### src/rtl/idxf_pkg.sv
package idxf_pkg;

    typedef enum logic [1:0] {
        SEQ_IDLE  = 2'd0,
        SEQ_RUN   = 2'd1,
        SEQ_DRAIN = 2'd2
    } seq_state_e;

    localparam int DATA_W = 32;

    // log2 of element size in bytes
    function automatic logic [1:0] elem_shift(input logic wide);
        return wide ? 2'd2 : 2'd1;
    endfunction

    function automatic logic [DATA_W-1:0] narrow(input logic wide, input logic [DATA_W-1:0] w);
        return wide ? w : {16'h0000, w[15:0]};
    endfunction

endpackage

### src/rtl/idxf_fifo.sv
module idxf_fifo #(
    parameter int W     = 8,
    parameter int DEPTH = 4
) (
    input  logic         clk,
    input  logic         rst,
    input  logic         push,
    input  logic [W-1:0] din,
    input  logic         pop,
    output logic [W-1:0] dout,
    output logic         full,
    output logic         empty
);
    localparam int PW = (DEPTH > 1) ? $clog2(DEPTH) : 1;

    logic [W-1:0] store [DEPTH];
    logic [PW-1:0] wp, rp;
    logic [PW:0]   cnt;

    function automatic logic [PW-1:0] bump(input logic [PW-1:0] p);
        return (p == PW'(DEPTH - 1)) ? '0 : p + 1'b1;
    endfunction

    assign full  = (cnt == (PW+1)'(DEPTH));
    assign empty = (cnt == '0);
    assign dout  = store[rp];

    always_ff @(posedge clk) begin
        if (rst) begin
            wp  <= '0;
            rp  <= '0;
            cnt <= '0;
        end else begin
            if (push) begin
                store[wp] <= din;
                wp        <= bump(wp);
            end
            if (pop) rp <= bump(rp);
            cnt <= cnt + (push ? 1'b1 : 1'b0) - (pop ? 1'b1 : 1'b0);
        end
    end

    assert_no_overflow_R7: assert property (@(posedge clk) disable iff (rst)
        push |-> (!full || pop));
    assert_no_underflow_R8: assert property (@(posedge clk) disable iff (rst)
        pop |-> !empty);

endmodule

### src/rtl/idxf_seq.sv
module idxf_seq
    import idxf_pkg::*;
#(
    parameter int AW      = 32,
    parameter int CW      = 16,
    parameter int NW      = 8,
    parameter int MAX_OUT = 4
) (
    input  logic                clk,
    input  logic                rst,
    input  logic                cmd_valid,
    output logic                cmd_ready,
    input  logic                cmd_indexed,
    input  logic                cmd_wide,
    input  logic [AW-1:0]       cmd_base,
    input  logic [CW-1:0]       cmd_len,
    input  logic [CW-1:0]       cmd_count,
    input  logic [NW-1:0]       cmd_instances,
    input  logic                slot_free,
    input  logic                slots_empty,
    input  logic                fetched_pop,
    output logic                ent_push,
    output logic                ent_fetched,
    output logic                ent_wide,
    output logic [DATA_W-1:0]   ent_value,
    output logic [NW-1:0]       ent_inst,
    output logic                mem_req_valid,
    input  logic                mem_req_ready,
    output logic [AW-1:0]       mem_req_addr,
    output logic                done
);
    localparam int OW = $clog2(MAX_OUT + 1);

    seq_state_e    state;
    logic          indexed_q, wide_q;
    logic [AW-1:0] base_q;
    logic [CW-1:0] len_q, count_q, elem;
    logic [NW-1:0] ninst_q, inst;
    logic [OW-1:0] inflight;

    logic need_fetch, credit, req_fire;

    assign need_fetch    = indexed_q && (elem < len_q) && (base_q != '0);
    assign credit        = (inflight < OW'(MAX_OUT));
    assign mem_req_valid = (state == SEQ_RUN) && slot_free && need_fetch && credit;
    assign req_fire      = mem_req_valid && mem_req_ready;
    assign ent_push      = (state == SEQ_RUN) && slot_free && (!need_fetch || (credit && mem_req_ready));
    assign mem_req_addr  = base_q + (AW'(elem) << elem_shift(wide_q));

    assign ent_fetched = need_fetch;
    assign ent_wide    = wide_q;
    assign ent_value   = indexed_q ? '0 : DATA_W'(elem);
    assign ent_inst    = inst;

    assign cmd_ready = (state == SEQ_IDLE);
    assign done      = (state == SEQ_DRAIN) && slots_empty;

    always_ff @(posedge clk) begin
        if (rst) begin
            state    <= SEQ_IDLE;
            inflight <= '0;
            elem     <= '0;
            inst     <= '0;
        end else begin
            inflight <= inflight + (req_fire ? 1'b1 : 1'b0) - (fetched_pop ? 1'b1 : 1'b0);
            unique case (state)
                SEQ_IDLE: if (cmd_valid) begin
                    indexed_q <= cmd_indexed;
                    wide_q    <= cmd_wide;
                    base_q    <= cmd_base;
                    len_q     <= cmd_len;
                    count_q   <= cmd_count;
                    ninst_q   <= cmd_instances;
                    elem      <= '0;
                    inst      <= '0;
                    state     <= (cmd_count == '0 || cmd_instances == '0) ? SEQ_DRAIN : SEQ_RUN;
                end
                SEQ_RUN: if (ent_push) begin
                    if (elem == count_q - 1'b1) begin
                        elem <= '0;
                        if (inst == ninst_q - 1'b1) state <= SEQ_DRAIN;
                        else                        inst  <= inst + 1'b1;
                    end else begin
                        elem <= elem + 1'b1;
                    end
                end
                SEQ_DRAIN: if (slots_empty) state <= SEQ_IDLE;
                default: state <= SEQ_IDLE;
            endcase
        end
    end

    assert_inflight_cap_R7: assert property (@(posedge clk) disable iff (rst)
        inflight <= OW'(MAX_OUT));
    assert_done_pulse_R9: assert property (@(posedge clk) disable iff (rst)
        done |=> !done);
    assert_busy_after_accept_R9: assert property (@(posedge clk) disable iff (rst)
        (cmd_valid && cmd_ready) |=> !cmd_ready);

endmodule

### src/rtl/idx_fetch.sv
module idx_fetch
    import idxf_pkg::*;
#(
    parameter int AW        = 32,
    parameter int CW        = 16,
    parameter int NW        = 8,
    parameter int MAX_OUT   = 4,
    parameter int TAG_DEPTH = 4
) (
    input  logic              clk,
    input  logic              rst,
    input  logic              cmd_valid,
    output logic              cmd_ready,
    input  logic              cmd_indexed,
    input  logic              cmd_wide,
    input  logic [AW-1:0]     cmd_base,
    input  logic [CW-1:0]     cmd_len,
    input  logic [CW-1:0]     cmd_count,
    input  logic [NW-1:0]     cmd_instances,
    output logic              mem_req_valid,
    input  logic              mem_req_ready,
    output logic [AW-1:0]     mem_req_addr,
    input  logic              mem_resp_valid,
    input  logic [31:0]       mem_resp_data,
    output logic              out_valid,
    input  logic              out_ready,
    output logic [31:0]       out_index,
    output logic [NW-1:0]     out_instance,
    output logic              done
);
    localparam int TW = 2 + DATA_W + NW;

    logic              ent_push, ent_fetched, ent_wide;
    logic [DATA_W-1:0] ent_value;
    logic [NW-1:0]     ent_inst;
    logic [TW-1:0]     tag_head;
    logic              tag_full, tag_empty, tag_pop;
    logic [DATA_W-1:0] data_head;
    logic              data_full, data_empty, data_pop;

    logic              h_fetched, h_wide;
    logic [DATA_W-1:0] h_value;
    logic [NW-1:0]     h_inst;

    idxf_seq #(.AW(AW), .CW(CW), .NW(NW), .MAX_OUT(MAX_OUT)) seq_i (
        .clk(clk), .rst(rst),
        .cmd_valid(cmd_valid), .cmd_ready(cmd_ready),
        .cmd_indexed(cmd_indexed), .cmd_wide(cmd_wide),
        .cmd_base(cmd_base), .cmd_len(cmd_len),
        .cmd_count(cmd_count), .cmd_instances(cmd_instances),
        .slot_free(!tag_full), .slots_empty(tag_empty), .fetched_pop(data_pop),
        .ent_push(ent_push), .ent_fetched(ent_fetched), .ent_wide(ent_wide),
        .ent_value(ent_value), .ent_inst(ent_inst),
        .mem_req_valid(mem_req_valid), .mem_req_ready(mem_req_ready),
        .mem_req_addr(mem_req_addr), .done(done)
    );

    // in-order slot per element: fetched flag, width, inserted value, instance
    idxf_fifo #(.W(TW), .DEPTH(TAG_DEPTH)) slot_q (
        .clk(clk), .rst(rst),
        .push(ent_push), .din({ent_fetched, ent_wide, ent_value, ent_inst}),
        .pop(tag_pop), .dout(tag_head), .full(tag_full), .empty(tag_empty)
    );

    // returned read data, sized so that the credit limit can never overrun it
    idxf_fifo #(.W(DATA_W), .DEPTH(MAX_OUT)) data_q (
        .clk(clk), .rst(rst),
        .push(mem_resp_valid), .din(mem_resp_data),
        .pop(data_pop), .dout(data_head), .full(data_full), .empty(data_empty)
    );

    assign {h_fetched, h_wide, h_value, h_inst} = tag_head;

    assign out_valid    = !tag_empty && (!h_fetched || !data_empty);
    assign out_index    = h_fetched ? narrow(h_wide, data_head) : h_value;
    assign out_instance = h_inst;
    assign tag_pop      = out_valid && out_ready;
    assign data_pop     = tag_pop && h_fetched;

    assert_out_hold_R8: assert property (@(posedge clk) disable iff (rst)
        (out_valid && !out_ready) |=> (out_valid && $stable(out_index) && $stable(out_instance)));
    assert_no_resp_when_full_R7: assert property (@(posedge clk) disable iff (rst)
        mem_resp_valid |-> !data_full);
    assert_no_req_when_idle_R9: assert property (@(posedge clk) disable iff (rst)
        cmd_ready |-> !mem_req_valid && !out_valid);

endmodule

### config.mk
export PLATFORM = sky130hd
export DESIGN_NAME = idx_fetch
export DESIGN_NICKNAME = d
export VERILOG_FILES = /design/src/rtl/idxf_pkg.sv /design/src/rtl/idxf_fifo.sv /design/src/rtl/idxf_seq.sv /design/src/rtl/idx_fetch.sv
export SDC_FILE = /design/constraint.sdc
export NUM_CORES = 1
export LEC_CHECK = 0
export ABC_AREA = 1
export BUFFER_PORTS_ARGS = -buffer_cell sky130_fd_sc_hd__buf_2
export CORE_UTILIZATION = 50
export DETAILED_ROUTE_END_ITERATION = 10
export GPL_ROUTABILITY_DRIVEN = 0
export HOLD_SLACK_MARGIN = 0.1
export PLACE_DENSITY_LB_ADDON = 0.2
export SYNTH_ARGS = -nofsm -noshare
export SYNTH_HDL_FRONTEND = slang
export SYNTH_HIERARCHICAL = 1
export SYNTH_SLANG_ARGS = --single-unit
export TNS_END_PERCENT = 10
### constraint.sdc
create_clock -name clk -period 4.7 [get_ports clk]
set_input_delay 0.235 -clock clk [delete_from_list [all_inputs] [get_ports clk]]
set_output_delay 0.235 -clock clk [all_outputs]
set_load 0.02 [all_outputs]
==> impl_metrics.csv, run 1 <==
group,metric,value,unit
run_status,status,"complete, no violations",
cts,cts_hold_buffers,108,
setup_path,r2r-end,"slot_q/store[1][35]",
setup_path,critPathLaunchType,"flop",
cts,cts_buffers,43,
layout,fill_cells,3342,
setup_path,critPathCaptureType,"output pin",
timing,rsz0062_at_grt,"false",
synthesis,synthCells,1942,
timing,tns,0,ns
setup_path,r2r_start,"seq_i/len_q[15]",
global_route,grt_usage,21.4,%
setup_path,worstSetupPathType,"reg2out",
setup_path,critical_path.max_fanout,36,
cts,clock-root-buffer,"clkbuf_16",
setup_path,critPathRequiredTime,4.47,ns
cts,post_cts_buffers,0,
min_path,holdPathEnd,"seq_i/inflight[0]",
layout,final_cells,2796,
route,routed_wl,43.6,mm
route,post_drt_wl_per_cell,15.6,um
timing,period_share,91.9,%
flow_run,cap_viol_max_count,0,
cts,clock-sinks,417,
route,final_antenna_net_count,0,
global_route,grt_pass1_wl,69.5,mm
die,die_h,203,um
power_and_ir_drop,seqPwrFrac,41.7,%
timing,max_freq,232,MHz
min_path,hold_class,"in2reg",
power_and_ir_drop,total_leakage_power,0.00972,uW
setup_path,rrSetupSlack,1.35,ns
timing,relSlewSlack,28.9,%
layout,drive_above_1_share,16.0,%
setup_path,rr_worst_depth,11,
power_and_ir_drop,pwr-share-clk,30.4,%
timing,hold_viol,0,
layout,nNetsFinal,2405,
power_and_ir_drop,p_sw,3670,uW
power_and_ir_drop,comb_power_share,27.9,%
die,row_count,73,
route,drt-initial-drc-count,971,
placement,io_buffers,187,
global_route,grt_pass1_vias,13679,
timing,fin_worst_skew,0.0243,ns
route,drt_pass1_iterations,5,
route,drc_errors,0,
timing,drv_slew,0,
power_and_ir_drop,power_density,452,mW/mm2
die,die_w,203,um
cts,h-tree-depth,2,
cts,clkTransAtPathRegs,0.06,ns
placement,dp_hpwl,28.8,mm
min_path,min_from,"rst",
cts,clock_path_buffers,3,
die,ios,188,
power_and_ir_drop,switching_share,34.1,%
power_and_ir_drop,p_int,7110,uW
setup_path,critPathArrivalTime,4.08,ns
timing,setup_viol_count_final,0,
cts,cts_resized,0,
cts,clk_latency,0.58,ns
route,via_per_inst,5.03,
synthesis,netlist_area,0.0203,mm2
min_path,whs_path_depth,3,
placement,place_inst,2607,
global_route,overflow,0,
timing,tightest_slew,1.07,ns
power_and_ir_drop,vdd_ir_drop_max,0.000307,V
die,fp.dieArea,0.0413,mm2
layout,area_growth,17.9,%
die,start_util,50.9,%
route,num_vias,14068,
timing,post-route-min-period,4.32,ns
synthesis,synth.avg_cell_area,10.4,um2
die,core,0.0398,mm2
global_route,antenna_found_initial,1,
global_route,grt_max_degree,89,
cts,cts_tree,"yes",
synthesis,synth_warnings,6,
how the worst max path moves through the flow:
| stage | startpoint | to | slack [ns] | cells past startpoint |
|---|---|---|---|---|
| after CTS | seq_i/ent_wide | mem_req_addr[28] | 0.35 | 10 |
| after global placement | seq_i/ent_wide | mem_req_addr[28] | 1.03 | 10 |
| after floorplan | seq_i/state[1] | seq_i/base_q[0] | 0.14 | 3 |
| final | seq_i/ent_wide | mem_req_addr[28] | 0.38 | 10 |
| after detailed placement | seq_i/ent_wide | mem_req_addr[28] | 1.01 | 10 |
| after global routing | seq_i/ent_wide | mem_req_addr[28] | 0.05 | 10 |
power by group through the flow:
stage               combinational [uW]  sequential (uW)  clock (uW)
global route                      3360             4530        3500
detailed placement                2960             4570           0
global placement                  2910             4560           0
finish                            3010             4490        3280
CTS                               3040             4490        3360
floorplan                         2410             4410           0
cell usage in the layout (no fill, tap or decap), drive strengths merged, types with 60 or more instances in the layout:
master	count
nor2	144
edfxtp	370
o211ai	75
clkbuf	60
o21ai	115
nand2	424
buf	209
a21oi	131
dlygate4sd3	108
inv	287
final cells by class:
class / count / area (um2) / share of cell area, %
well taps: 525 / 657 / 2.75
multi-input cells: 1170 / 6520 / 27.3
clock buffers: 60 / 1180 / 4.94
clock inverters: 20 / 184 / 0.771
inverters: 286 / 1080 / 4.53
diodes: 1 / 2.50 / 0.0105
flip-flops and latches: 417 / 12100 / 50.5
repair buffers: 317 / 2180 / 9.14
sequential cells by signal, indices dropped and copies added, names as in the netlist, 3 cells and up, named ones only:
register and flops:
slot_q/cnt 3, seq_i/elem 16, slot_q/store 168, seq_i/inflight 3
seq_i/len_q 16, seq_i/count_q 16, data_q/cnt 3, seq_i/base_q 32
seq_i/ent_inst 8, seq_i/ninst_q 8, data_q/store 128
layer usage:
metal	wire length [um]	track usage [%]	share of wire [%]
met3	1930	3.56	4.4
met4	1350	7.71	3.1
met5	0	0	0
met1	18300	26.6	42
met2	22000	37.4	50
through the flow:
stage	area (um2)	hold WS, ns	setup slack, ns	power [uW]	utilization (%)
floorplan	20300	0.304	0.143	6820	-
global placement	21400	0.412	1.03	7470	53.8
detailed placement	21400	0.413	1.01	7530	53.8
CTS	23900	0.115	0.348	10900	59.9
global route	23900	0.148	0.0456	11400	59.9
finish	23900	0.149	0.381	10800	59.9
critical path, cell delays in order, from the launching register on:
cell	delay [ns]
edfxtp_1	1.05
o21ai_0	0.39
ha_1	0.49
nand2_1	0.12
nor4_1	0.40
nand4_1	0.16
nand3_1	0.24
and2_1	0.21
nand2_1	0.09
xor2_1	0.15
buf_2	0.18
Note: power is estimated with default switching activity, not from simulation.
==> run 2: changes to the inputs <==
--- a/config.mk
+++ b/config.mk
@@ -14,2 +14,3 @@
 export PLACE_DENSITY_LB_ADDON = 0.2
+export SETUP_SLACK_MARGIN = 0.5
 export SYNTH_ARGS = -nofsm -noshare
--- a/constraint.sdc
+++ b/constraint.sdc
@@ -3,2 +3,2 @@
 set_output_delay 0.235 -clock clk [all_outputs]
-set_load 0.02 [all_outputs]
+set_load 0.005 [all_outputs]
==> run 2 against run 1 <==
Compared with the run above: via count up 0.92%; clock skew up 0.0021 ns; largest power group unchanged; sequential power about the same; register-to-register slack better by 0.11 ns; clock-buffer cell count down 8; critical path depth up 1; sequential share of layout area down 0.53 points; core utilization up 0.64 points.
==> impl_metrics.csv, run 2 (same netlist as run 1, synthesis figures left out) <==
group,metric,value,unit
cts,clock-root-buffer,"clkbuf_16",
layout,reg_top3,"slot_q/store x168, data_q/store x128, seq_i/base_q x32",
setup_path,critPathLaunchType,"flop",
global_route,grt_usage,21.8,%
layout,area_growth,19.1,%
layout,regMostFlops,"slot_q/store",
timing,tightest_slew,1.04,ns
route,post_drt_wl_per_cell,16.0,um
cts,clock-sinks,417,
timing,setup_viol_count_final,0,
timing,rsz0062_at_grt,"false",
setup_path,critPathCaptureType,"output pin",
setup_path,critPathRequiredTime,4.47,ns
layout,largest_reg_flops,168,
power_and_ir_drop,power_density,451,mW/mm2
route,drt-initial-drc-count,888,
cts,cts_buffers,43,
cts,clk_latency,0.59,ns
run_status,status,"complete, no violations",
setup_path,worstSetupPathType,"reg2out",
layout,final_core_util,60.6,%
global_route,grt_max_degree,97,
timing,drv_slew,0,
cts,h-tree-depth,2,
layout,drive_above_1_share,16.5,%
global_route,grt_util_met1,26.5,%
power_and_ir_drop,vdd_ir_drop_max,0.000299,V
min_path,hold_class,"in2reg",
flow_run,cap_viol_max_count,0,
cts,clock_path_buffers,3,
die,fp.dieArea,0.0413,mm2
global_route,antenna_found_initial,1,
setup_path,critical_path.max_fanout,17,
die,die_w,203,um
placement,dp_hpwl,29.0,mm
die,ios,188,
global_route,overflow,0,
global_route,grt.busiest_layer,"met2",
die,core,0.0398,mm2
die,die_h,203,um
route,num_vias,14197,
global_route,use_met2,39.3,%
route,final_antenna_net_count,0,
timing,period_share,81.3,%
placement,io_buffers,187,
timing,max_freq,262,MHz
route,drt_pass1_iterations,5,
timing,relSlewSlack,31.0,%
route,drc_errors,0,
layout,nNetsFinal,2407,
layout,final_cell_mix,"nand2_1 (413), edfxtp_1 (370), inv_1 (282)",
layout,final_cells,2797,
power_and_ir_drop,total_leakage_power,0.00984,uW
layout,final_common_cell,"nand2_1",
power_and_ir_drop,report.power.total,10900,uW
timing,hold_viol,0,
timing,fin_worst_skew,0.0264,ns
cts,clkTransAtPathRegs,0.06,ns
global_route,use_met3,3.13,%
timing,tns,0,ns
route,via_per_inst,5.08,
setup_path,critPathArrivalTime,3.59,ns
placement,place_inst,2605,
cts,cts_tree,"yes",
timing,post-route-min-period,3.82,ns
global_route,grt_pass1_wl,70.8,mm
die,start_util,50.9,%
cts,cts_resized,0,
die,row_count,73,
global_route,grt_pass1_vias,13888,
route,routed_wl,44.6,mm
[run 2: cell count changes in the layout (fill, tap and decap cells not counted), sizes merged]
cell         delta
bufinv          +8
clkbuf          -8
buf             +1
clkinv          -1
dlygate4sd3     +1
[run 2: worst paths after layout]
path | start | to | slack, ns | cells after the start
worst min-delay path | out_ready | flop | 0.15 | 5
worst max-delay path | seq_i/ent_wide | mem_req_addr[28] | 0.88 | 11
worst max register to register | seq_i/elem[5] | seq_i/inflight[2] | 1.46 | 17
worst min register to register | seq_i/inflight[2] | seq_i/inflight[2] | 0.49 | 1
[run 2: critical path: stages, from the launching register on]
cell	delay [ns]
edfxtp_1	0.44
buf_12	0.18
o21ai_0	0.30
ha_1	0.35
a21oi_1	0.21
o21ai_0	0.19
a221oi_1	0.38
nand3_1	0.27
and2_1	0.24
nand2_1	0.08
xor2_1	0.20
buf_2	0.15
[run 2: final cells by class]
| type | instances | area [um2] |
|---|---|---|
| fillers | 3251 | 15700 |
| flip-flops and latches | 417 | 12100 |
| multi-input cells | 1170 | 6520 |
| repair buffers | 319 | 2240 |
| clock buffers | 52 | 1130 |
| inverters | 286 | 1080 |
| well taps | 525 | 657 |
| clock inverters | 27 | 429 |
| diodes | 1 | 2.50 |
[run 2: per-stage QoR]
stage               hold slack [ns]  area [um2]  setup slack (ns)
CTS                           0.124       24100             0.709
detailed placement            0.413       21400              1.09
global route                  0.169       24100             0.690
finish                        0.147       24100             0.879
global placement              0.412       21400              1.22
floorplan                     0.304       20300              1.01
[run 2: per-layer routing]
| metal | vias up | part of all wire [%] |
|---|---|---|
| li1 | 7100 | - |
| met3 | 79 | 4.5 |
| met1 | 6684 | 41 |
| met2 | 334 | 52 |
| met5 | - | 0 |
| met4 | 0 | 2.9 |
[run 2: where the power goes]
part           total [uW]  internal (uW)  switching [uW]  leakage (uW)
Combinational        2640            972            1670       0.00530
Clock                3720           2280            1440      0.000762
Sequential           4510           4250             257       0.00378
[run 2: what timing repair did]
item / CTS / global route
endpoints found under the setup margin: 1 / 3
hold endpoints to repair: 207 / 0
buffers inserted: 1 / 2
hold buffers: 109 / 0
